==> src/rtl/irq_chain_pkg.sv <==
package irq_chain_pkg;

    localparam int DEF_STAGES = 8;
    localparam int DEF_VEC_W  = 8;

    typedef enum logic [1:0] {
        ROLE_BLOCKED = 2'd0,
        ROLE_PASS    = 2'd1,
        ROLE_GRANT   = 2'd2
    } stage_role_e;

    typedef struct packed {
        logic prio_o;
        logic grant;
    } stage_out_t;

    function automatic logic [DEF_STAGES-1:0][DEF_VEC_W-1:0] default_vectors();
        logic [DEF_STAGES-1:0][DEF_VEC_W-1:0] t;
        for (int i = 0; i < DEF_STAGES; i++) begin
            t[i] = DEF_VEC_W'(8'h20 + 4 * i);
        end
        return t;
    endfunction

endpackage

==> src/rtl/irq_req_ff.sv <==
module irq_req_ff (
    input  logic clk,
    input  logic rst,
    input  logic set_i,
    input  logic clr_i,
    output logic pend_o
);
    always_ff @(posedge clk) begin
        if (rst) begin
            pend_o <= 1'b0;
        end else if (clr_i) begin
            pend_o <= 1'b0;
        end else if (set_i) begin
            pend_o <= 1'b1;
        end
    end
endmodule

==> src/rtl/irq_prio_stage.sv <==
module irq_prio_stage
    import irq_chain_pkg::*;
(
    input  logic       prio_i,
    input  logic       pend_i,
    output stage_out_t out_o
);
    stage_role_e role;

    always_comb begin
        if (!prio_i) begin
            role = ROLE_BLOCKED;
        end else if (pend_i) begin
            role = ROLE_GRANT;
        end else begin
            role = ROLE_PASS;
        end
    end

    always_comb begin
        out_o.prio_o = (role == ROLE_PASS);
        out_o.grant  = (role == ROLE_GRANT);
    end
endmodule

==> src/rtl/irq_vec_mux.sv <==
module irq_vec_mux #(
    parameter int NUM_STAGES = 8,
    parameter int VEC_W      = 8,
    parameter logic [NUM_STAGES-1:0][VEC_W-1:0] VEC_TABLE = '0
) (
    input  logic [NUM_STAGES-1:0] grant_i,
    output logic [VEC_W-1:0]      bus_o
);
    always_comb begin
        bus_o = '0;
        for (int i = 0; i < NUM_STAGES; i++) begin
            if (grant_i[i]) begin
                bus_o = bus_o | VEC_TABLE[i];
            end
        end
    end
endmodule

==> src/rtl/irq_daisy_chain.sv <==
module irq_daisy_chain
    import irq_chain_pkg::*;
#(
    parameter int NUM_STAGES = DEF_STAGES,
    parameter int VEC_W      = DEF_VEC_W,
    parameter logic [NUM_STAGES-1:0][VEC_W-1:0] VEC_TABLE = default_vectors()
) (
    input  logic                  clk,
    input  logic                  rst,
    input  logic [NUM_STAGES-1:0] dev_req,
    input  logic [NUM_STAGES-1:0] dev_clr,
    input  logic                  cpu_ack,
    output logic                  irq_n,
    output logic [NUM_STAGES-1:0] prio_out,
    output logic [VEC_W-1:0]      vec_bus
);
    logic [NUM_STAGES:0]   prio_chain;
    logic [NUM_STAGES-1:0] pend;
    logic [NUM_STAGES-1:0] grant;

    assign prio_chain[0] = cpu_ack;

    for (genvar g = 0; g < NUM_STAGES; g++) begin : g_stage
        stage_out_t so;

        irq_req_ff u_ff (
            .clk    (clk),
            .rst    (rst),
            .set_i  (dev_req[g]),
            .clr_i  (dev_clr[g]),
            .pend_o (pend[g])
        );

        irq_prio_stage u_stage (
            .prio_i (prio_chain[g]),
            .pend_i (pend[g]),
            .out_o  (so)
        );

        assign prio_chain[g+1] = so.prio_o;
        assign grant[g]        = so.grant;
    end

    assign prio_out = prio_chain[NUM_STAGES:1];
    assign irq_n    = ~(|pend);

    irq_vec_mux #(
        .NUM_STAGES (NUM_STAGES),
        .VEC_W      (VEC_W),
        .VEC_TABLE  (VEC_TABLE)
    ) u_mux (
        .grant_i (grant),
        .bus_o   (vec_bus)
    );
endmodule

==> config.mk <==
export PLATFORM = sky130hd
export DESIGN_NAME = irq_daisy_chain
export DESIGN_NICKNAME = d
export VERILOG_FILES = /design/src/rtl/irq_chain_pkg.sv /design/src/rtl/irq_req_ff.sv /design/src/rtl/irq_prio_stage.sv /design/src/rtl/irq_vec_mux.sv /design/src/rtl/irq_daisy_chain.sv
export SDC_FILE = /design/constraint.sdc
export NUM_CORES = 1
export LEC_CHECK = 0
export BUFFER_PORTS_ARGS = -buffer_cell sky130_fd_sc_hd__buf_2
export CORE_UTILIZATION = 34
export CTS_CLUSTER_SIZE = 20
export DETAILED_ROUTE_END_ITERATION = 6
export PLACE_DENSITY = 0.76
export SYNTH_ARGS = -nofsm -noshare
export SYNTH_HDL_FRONTEND = slang
export SYNTH_HIERARCHICAL = 1
export SYNTH_SLANG_ARGS = --single-unit
==> constraint.sdc <==
create_clock -name clk -period 4.26 [get_ports clk]
set_input_delay 1.065 -clock clk [delete_from_list [all_inputs] [get_ports clk]]
set_output_delay 1.065 -clock clk [all_outputs]
set_load 0.01 [all_outputs]
# Word-level counts from Yosys, hierarchy flattened
# Cells that the tools add are included.
# classes
eq_ne	16
mux	24
bitwise	1
n_reduce_logical	9
# ops
op	n
$mux 6	8
$mux 2	16
$eq 2x1->1 const B	8
$eq 2x2->1 const B	8
$reduce_or 2->1	8
$reduce_or 8->1	1
$not 1->1	1
# totals
register_bits	8
output_inout_bits	17
elab_cells	58

# Depth between registers and ports, before layout
# Gate-level depths: netlist (run 1).
# depth
word_depth	18
depth_mapped	10
mapped_depth_nobuf	10

# Hierarchy
# Netlist (run 1), hierarchy kept.
# modules_own_cells
mod	instances	cells_per_inst	area_per_inst_um2	seq_area_each_um2
irq_req_ff	8	3	33.8	20.0
irq_prio_stage	8	2	16.3	0.0
irq_vec_mux	1	10	82.6	0.0
irq_daisy_chain	1	3	18.8	0.0

# Worst setup path after synthesis (run 1)
# No wires, ideal clock.
# synth_timing
kind	input to output
startpoint	input port cpu_ack
endpoint	output port vec_bus[5]
arrival_time_ns	3.529
required_ns	3.195
setup_slack_ns	-0.334
stages	10
n_path_buf	0
path_cell_list	and2b_2 > and2b_2 > and2b_2 > and2b_2 > and2b_2 > and2b_2 > and2b_2 > and2_2 > or4_4 > nand2b_4
# synth_rtl
element	line_no	source
from (decl)	irq_daisy_chain.sv:12	input logic cpu_ack,
to (decl)	irq_daisy_chain.sv:15	output logic [VEC_W-1:0] vec_bus

==> results of run 1 <==
-- final cells by class --
type / instances / area [um^2] / share of cell area, %
Multi-Input combinational cell: 44 / 329 / 42.4
Timing Repair Buffer: 39 / 246 / 31.7
Sequential cell: 8 / 160 / 20.6
Clock buffer: 3 / 22.5 / 2.90
Tap cell: 15 / 18.8 / 2.42
-- worst max-delay path by stage --
stage / endpoint / slack, ns
finish: vec_bus[5] / -0.14
global route: vec_bus[5] / -0.20
CTS: vec_bus[5] / -0.16
detailed placement: vec_bus[5] / -0.17
global placement: vec_bus[5] / -0.14
floorplan: vec_bus[5] / -0.18
-- cell usage after synthesis --
cell,n
dfxtp_1,8
conb_1,1
or4_2,2
and2_2,8
or4_1,2
and2b_2,8
nor4_1,1
or4_4,1
buf_4,4
nand2b_4,1
nor2_1,9
nor3_2,8
-- critical path: stages --
cell,delay [ns]
buf_6,0.09
and2b_2,0.18
and2b_2,0.20
and2b_2,0.19
and2b_2,0.20
and2b_2,0.20
and2b_2,0.20
and2b_2,0.19
and2_4,0.14
or4_4,0.42
nand2b_4,0.15
buf_6,0.11
-- logic make-up (layout without fill, tap and decap cells) --
kind of cell / Yosys count / after routing / synth area share [%]
other: 1 / 4 / 0.747
flip-flops: 8 / 8 / 31.9
AND/OR/NAND/NOR: 40 / 40 / 61.3
buffers and inverters: 4 / 42 / 5.99
-- stage by stage --
step	util, %	setup WS (ns)
2_1_floorplan	-	-0.184
3_3_place_gp	53.7	-0.143
3_5_place_dp	53.7	-0.167
4_1_cts	58.3	-0.157
5_1_grt	58.3	-0.202
6_report	58.3	-0.144
-- what timing repair did --
item | CTS | global route
endpoints found under the setup margin | 4 | 4
resized for setup | 5 | 0
buffers inserted | 1 | 0
-- power breakdown --
part           internal, mW  switching (mW)  total (mW)  leakage, nW
logic                0.0409          0.0276      0.0685        0.330
clock network        0.0320          0.0222      0.0542       0.0138
registers            0.0787         0.00301      0.0817       0.0659
-- routing by layer --
layer / wire, um / vias to the layer above
met4: 0 / 0
met2: 512 / 22
li1: - / 256
met3: 77 / 0
met1: 383 / 208
met5: 0 / -
==> metrics.txt, run 1 <==
I/O pins 36; Die Height 40.4 um; Clock transition at path regs 0.05 ns; fin nets 115; leakage power 0.409 nW; setup_tns -0.176 ns; leading registers by flop count g_stage.u_ff/pend_o x8; Max clock buf depth 2; CTS Root Cell clkbuf_4; Post-Synthesis Cell Area 502 um^2; Starting Density 37.6%; Final GP Congestion 0.729; sequential area share after synthesis 31.9%; vias 486; most frequent cells in the layout buf_2 (26), nor2_1 (9); CTS Hold Buffers Added 0; Area contributors post-synth dfxtp_1 (32%), nor3_2 (16%), and2b_2 (14%), and2_2 (12%), nor2_1 (6.7%); Fmax 0.227 GHz; unrepaired setup endpoints after global routing true; PD cells 263 nW/um^2; yosys warns 6; CTS H-tree lvls 1; first-pass GRT wire length 1510 um; First DRT Iteration DRCs 2; initial antenna violation count 0; r2r startpoint g_stage[1].u_ff/pend_o$_SDFFE_PP0P_; hold_sp g_stage[5].u_ff/pend_o$_SDFFE_PP0P_; Synth Register Bits 8; core area 1330 um^2; clock latency on the worst-skew pair 0.24 ns; # diodes 0; WL/cell 8.93 um; total power 0.204 mW; DP HPWL 884 um; Worst Hold Class reg -> reg; share of layout cells above drive strength 1 74.5%; DP Area 716 um^2; Num CTS Buffers 3; largest net degree at the start of global routing 9; setup violators final 4; top cell type's share of synthesized area 31.9%; Crit Path Class in -> out; Worst R2R End g_stage[1].u_ff/pend_o$_SDFFE_PP0P_; Std-Cell Rows 13; Syn Area/Cell 9.47 um^2; GRT Util Overall 14.0%; Required @ worst endpoint 3.19 ns; WHS Path Cells 2; P&R area growth vs syn 54.9%; outcome complete, but fails checks; design area 777 um^2; vias in the first global route 419; non-filler cells, final 109; critical path startpoint category input port; busiest grt layer met2; clock sinks 8; fill count 122; maxcap violations 0; post-synth top area cell dfxtp_1; number of distinct library cells after synthesis 12; max reg flops 8; CP max FO 3; Placed Cells 105; Post-Route WL 973 um; failing checks negative setup slack; final hold violations 0; post-layout minimum cycle time 4.40 ns; worst path arrival time 3.34 ns; Worst Hold Path EP g_stage[5].u_ff/pend_o$_SDFFE_PP0P_; Worst IR Drop VDD 0.000194 V; Tcrit/Tclk final 103%; met1 Use GR 15.7%; drt first pass iters 4; CTS tree done; worst setup path startpoint cpu_ack; Biggest register g_stage.u_ff/pend_o; Die Wd 40.4 um; r2r setup slk 3.64 ns; crit end category output port; Avg Vias per Cell 4.46; worst hold slack 0.534 ns; detailed-route DRC error count 0; Port Buffer Count 31; final worst setup slack -0.144 ns; commonest non-fill, non-tap cell in the layout buf_2; max-slew violations 0; Post-DRT Antenna Nets 0; Cells after Synth 53; GR Util met3 2.78%; Die ar. 1630 um^2; Worst Skew 0 ns; total congestion overflow 0; worst r2r path cells 2; met2 usage in global routing 23.0%
Power figures use the tool's default switching activity.
==> inputs of run 2 (changes only) <==
--- a/config.mk
+++ b/config.mk
@@ -6,10 +6,11 @@
 export NUM_CORES = 1
 export LEC_CHECK = 0
 export BUFFER_PORTS_ARGS = -buffer_cell sky130_fd_sc_hd__buf_2
-export CORE_UTILIZATION = 34
+export CORE_UTILIZATION = 38
 export CTS_CLUSTER_SIZE = 20
 export DETAILED_ROUTE_END_ITERATION = 6
-export PLACE_DENSITY = 0.76
+export MAX_ROUTING_LAYER = met4
+export PLACE_DENSITY = 0.8
 export SYNTH_ARGS = -nofsm -noshare
 export SYNTH_HDL_FRONTEND = slang
 export SYNTH_HIERARCHICAL = 1
==> constraint.sdc (replaced) <==
create_clock -name clk -period 4.1 [get_ports clk]
set_input_delay 1.025 -clock clk [delete_from_list [all_inputs] [get_ports clk]]
set_output_delay 1.025 -clock clk [all_outputs]
set_load 0.02 [all_outputs]
==> run 2 against run 1 <==
Global-route usage up 4.5 points. Largest power group unchanged. Combinational power up 21%. The run still ends with negative setup slack left. Register-to-register slack worse by 0.17 ns. Sequential power up 4.0%. Clock-buffer cell count unchanged.
==> metrics.txt, run 2 (synthesized netlist as in run 1, its figures left out) <==
Multi-input gate area 329 um^2; Port Buffer Count 31; worst hold slack 0.525 ns; Starting Density 42.8%; WL/cell 10.1 um; Die Wd 38.3 um; worst path arrival time 3.33 ns; CP max FO 3; CTS H-tree lvls 1; First DRT Iteration DRCs 7; leading registers by flop count g_stage.u_ff/pend_o x8; Max clock buf depth 2; non-filler cells, final 107; Placed Cells 102; leakage power 0.406 nW; setup violators final 4; failing checks negative setup slack; crit-path max cell delay 0.42 ns; final hold violations 0; r2r setup slk 3.47 ns; critical path startpoint category input port; Avg Vias per Cell 4.72; crit end category output port; Tcrit/Tclk final 106%; drt first pass iters 4; vias 505; Crit Path Class in -> out; final worst setup slack -0.251 ns; maxcap violations 0; share of layout cells above drive strength 1 74.2%; Final GP Congestion 0.794; Num CTS Buffers 3; Die Height 38.3 um; most frequent cells in the layout buf_2 (25), nor2_1 (9), nor3_2 (8), dfxtp_1 (8), and2b_2 (8); unrepaired setup endpoints after global routing true; CTS Root Cell clkbuf_4; post-layout minimum cycle time 4.35 ns; setup_tns -0.601 ns; Std-Cell Rows 12; most used cell, CP and2b_2; Required @ worst endpoint 3.07 ns; fill count 102; core area 1170 um^2; critical path's slowest cell or4_4; P&R area growth vs syn 54.4%; GRT Util Overall 18.5%; largest net degree at the start of global routing 9; # diodes 0; CTS tree done; Worst Hold Class reg -> reg; initial antenna violation count 0; max-slew violations 0; clock latency on the worst-skew pair 0.25 ns; fin nets 114; first-pass GRT wire length 1750 um; Cell Chain, Critical Path buf_6 -> and2b_2 -> and2b_2 -> and2b_2 -> and2b_2 -> and2b_2 -> and2b_2 -> and2b_2 -> and2_4 -> or4_4 -> nand2b_4 -> buf_6; family with the most delay on the worst path simple AND/OR/NAND/NOR gates; vias in the first global route 472; Clock transition at path regs 0.05 ns; PD cells 292 nW/um^2; Worst IR Drop VDD 0.000177 V; Die ar. 1470 um^2; total congestion overflow 0; commonest non-fill, non-tap cell in the layout buf_2; CTS Hold Buffers Added 0; I/O pins 36; register area 160 um^2; Fmax 0.230 GHz; Worst Skew 0 ns; max reg flops 8; Worst Path Buf+Inv 2; outcome complete, but fails checks; clock sinks 8; Biggest register g_stage.u_ff/pend_o; detailed-route DRC error count 0; Post-Route WL 1080 um; Post-DRT Antenna Nets 0
-- run 2: cell types whose count changed in the layout (fill, tap and decap cells not counted) --
cell   previous run  this run
buf_6             5         6
buf_4             8         7
buf_2            26        25
-- run 2: power breakdown --
group | switching (mW) | leakage (nW) | total, mW | internal [mW]
sequential | 0.00329 | 0.0659 | 0.0850 | 0.0817
clock | 0.0251 | 0.0138 | 0.0585 | 0.0334
combinational | 0.0396 | 0.326 | 0.0826 | 0.0430
total | 0.0680 | 0.406 | 0.226 | 0.158
-- run 2: per-layer routing --
layer / vias to the layer above / GRT usage (%) / wire [um]
met5: - / - / 0
met4: 0 / 15.5 / 43
met3: 4 / 1.74 / 66
met2: 25 / 31.4 / 558
met1: 223 / 19.2 / 408
li1: 253 / - / -
-- run 2: metrics by stage --
stage	total power, mW	area (um^2)	worst slack (ns)	utilization (%)
floorplan	0.132	519	-0.539	-
global placement	0.158	699	-0.230	59.7
detailed placement	0.160	699	-0.283	59.7
CTS	0.228	768	-0.252	65.6
global route	0.238	774	-0.309	66.1
finish	0.226	774	-0.251	66.1
-- run 2: final timing paths --
path | from | endpoint | cells after the start
worst min register to register | g_stage[1].u_ff/pend_o$_SDFFE_PP0P_ | g_stage[1].u_ff/pend_o$_SDFFE_PP0P_ | 2
worst max-delay path | cpu_ack | vec_bus[5] | 12
worst min-delay path | g_stage[1].u_ff/pend_o$_SDFFE_PP0P_ | g_stage[1].u_ff/pend_o$_SDFFE_PP0P_ | 2
worst max register to register | g_stage[7].u_ff/pend_o$_SDFFE_PP0P_ | g_stage[7].u_ff/pend_o$_SDFFE_PP0P_ | 2
-- run 2: cell type report --
type / count / share of cell area, %
clock buffers: 3 / 2.91
flip-flops and latches: 8 / 20.7
well taps: 14 / 2.26
repair buffers: 38 / 31.7
multi-input cells: 44 / 42.5
-- run 2: what timing repair did --
action | in CTS | in global routing
setup buffers | 2 | 0
setup endpoints to repair | 4 | 5
resized for setup | 9 | 2
-- run 2: worst reg2reg max path, stage by stage, from the launching register on --
cell,delay (ns)
dfxtp_1,0.32
nor2_1,0.15
nor3_2,0.05
==> inputs of run 3 (changes only) <==
--- a/config.mk
+++ b/config.mk
@@ -9,8 +9,8 @@
 export CORE_UTILIZATION = 38
 export CTS_CLUSTER_SIZE = 20
 export DETAILED_ROUTE_END_ITERATION = 6
-export MAX_ROUTING_LAYER = met4
 export PLACE_DENSITY = 0.8
+export SKIP_LAST_GASP = 1
 export SYNTH_ARGS = -nofsm -noshare
 export SYNTH_HDL_FRONTEND = slang
 export SYNTH_HIERARCHICAL = 1
==> run 3 against run 2 <==
The flow still finishes with violations (negative setup slack). Fmax is the same. Sequential power barely moved. Global-route usage is 0.45 points lower. Clock power about the same. Largest power group unchanged. Highest routed layer unchanged.
==> metrics.txt, run 3 (synthesized netlist as in run 1, its figures left out) <==
outcome complete, but fails checks; failing checks negative setup slack; crit end category output port; leading registers by flop count g_stage.u_ff/pend_o x8; first-pass GRT wire length 1750 um; Required @ worst endpoint 3.07 ns; First DRT Iteration DRCs 5; vias 505; Std-Cell Rows 12; post-layout minimum cycle time 4.35 ns; commonest non-fill, non-tap cell in the layout buf_2; non-filler cells, final 107; Avg Vias per Cell 4.72; detailed-route DRC error count 0; Die ar. 1470 um^2; Max clock buf depth 2; final hold violations 0; critical path's slowest cell or4_4; Post-DRT Antenna Nets 0; most used cell, CP and2b_2; vias in the first global route 472; fin nets 114; CTS Hold Buffers Added 0; CTS tree done; GRT Util Overall 18.1%; Tcrit/Tclk final 106%; setup violators final 4; max-slew violations 0; Worst IR Drop VDD 0.000177 V; Port Buffer Count 31; Worst Path Buf+Inv 2; critical path startpoint category input port; share of layout cells above drive strength 1 74.2%; total congestion overflow 0; core area 1170 um^2; # diodes 0; P&R area growth vs syn 54.4%; CP max FO 3; Crit Path Class in -> out; final worst setup slack -0.251 ns; Clock transition at path regs 0.05 ns; family with the most delay on the worst path simple AND/OR/NAND/NOR gates; PD cells 292 nW/um^2; leakage power 0.406 nW; maxcap violations 0; Worst Skew 0 ns; clock sinks 8; max reg flops 8; Post-Route WL 1070 um; I/O pins 36; clock latency on the worst-skew pair 0.25 ns; Die Height 38.3 um; Num CTS Buffers 3; Cell Chain, Critical Path buf_6 -> and2b_2 -> and2b_2 -> and2b_2 -> and2b_2 -> and2b_2 -> and2b_2 -> and2b_2 -> and2_4 -> or4_4 -> nand2b_4 -> buf_6; initial antenna violation count 0; Final Util 66.1%; largest net degree at the start of global routing 9; Fmax 0.230 GHz; total power 0.226 mW; most frequent cells in the layout buf_2 (25), nor2_1 (9), nor3_2 (8), dfxtp_1 (8), and2b_2 (8); WL/cell 10.0 um; drt first pass iters 4; CTS H-tree lvls 1; crit-path max cell delay 0.42 ns; Die Wd 38.3 um; Placed Cells 102; Worst Hold Class reg -> reg; CTS Root Cell clkbuf_4; Starting Density 42.8%; worst path arrival time 3.33 ns; unrepaired setup endpoints after global routing true; Final GP Congestion 0.783; Biggest register g_stage.u_ff/pend_o
[run 3: worst paths after layout]
path,from,to,slack [ns],cells after the start
setup reg to reg,g_stage[7].u_ff/pend_o$_SDFFE_PP0P_,g_stage[7].u_ff/pend_o$_SDFFE_PP0P_,3.47,2
setup / recovery,cpu_ack,vec_bus[5],-0.25,12
hold reg to reg,g_stage[1].u_ff/pend_o$_SDFFE_PP0P_,g_stage[1].u_ff/pend_o$_SDFFE_PP0P_,0.53,2
hold / removal,g_stage[1].u_ff/pend_o$_SDFFE_PP0P_,g_stage[1].u_ff/pend_o$_SDFFE_PP0P_,0.53,2
[run 3: area by class of cell]
type | instances | area (um^2)
sequential | 8 | 160
multi-input combinational | 44 | 329
tap | 14 | 17.5
timing repair buffer | 38 | 245
fill | 102 | 397
clock buffer | 3 | 22.5
[run 3: worst register-to-register path, stage by stage (launching register included)]
cell	delay [ns]
dfxtp_1	0.32
nor2_1	0.15
nor3_2	0.05
[run 3: through the flow]
stage | area (um^2) | setup slack [ns] | hold slack (ns) | TNS [ns]
global route | 774 | -0.309 | 0.567 | -0.859
global placement | 699 | -0.230 | 0.517 | -0.526
finish | 774 | -0.251 | 0.525 | -0.601
CTS | 768 | -0.252 | 0.529 | -0.597
detailed placement | 699 | -0.283 | 0.518 | -0.733
floorplan | 519 | -0.539 | 0.489 | -1.56
[run 3: power breakdown]
part	internal, mW	switching (mW)
combinational	0.0430	0.0395
clock	0.0334	0.0251
sequential	0.0817	0.00329
total	0.158	0.0679
[run 3: layer usage]
| layer | track usage, % | vias to the layer above | wire length (um) |
|---|---|---|---|
| li1 | - | 253 | - |
| met1 | 18.5 | 223 | 400 |
| met2 | 31.4 | 25 | 556 |
| met3 | 2.91 | 4 | 73 |
| met4 | 15.5 | 0 | 43 |
| met5 | 0 | - | 0 |
[run 3: repair_timing]
action | in CTS | in global routing
resized for setup | 9 | 2
buffers inserted | 2 | 0
setup endpoints to repair | 4 | 5
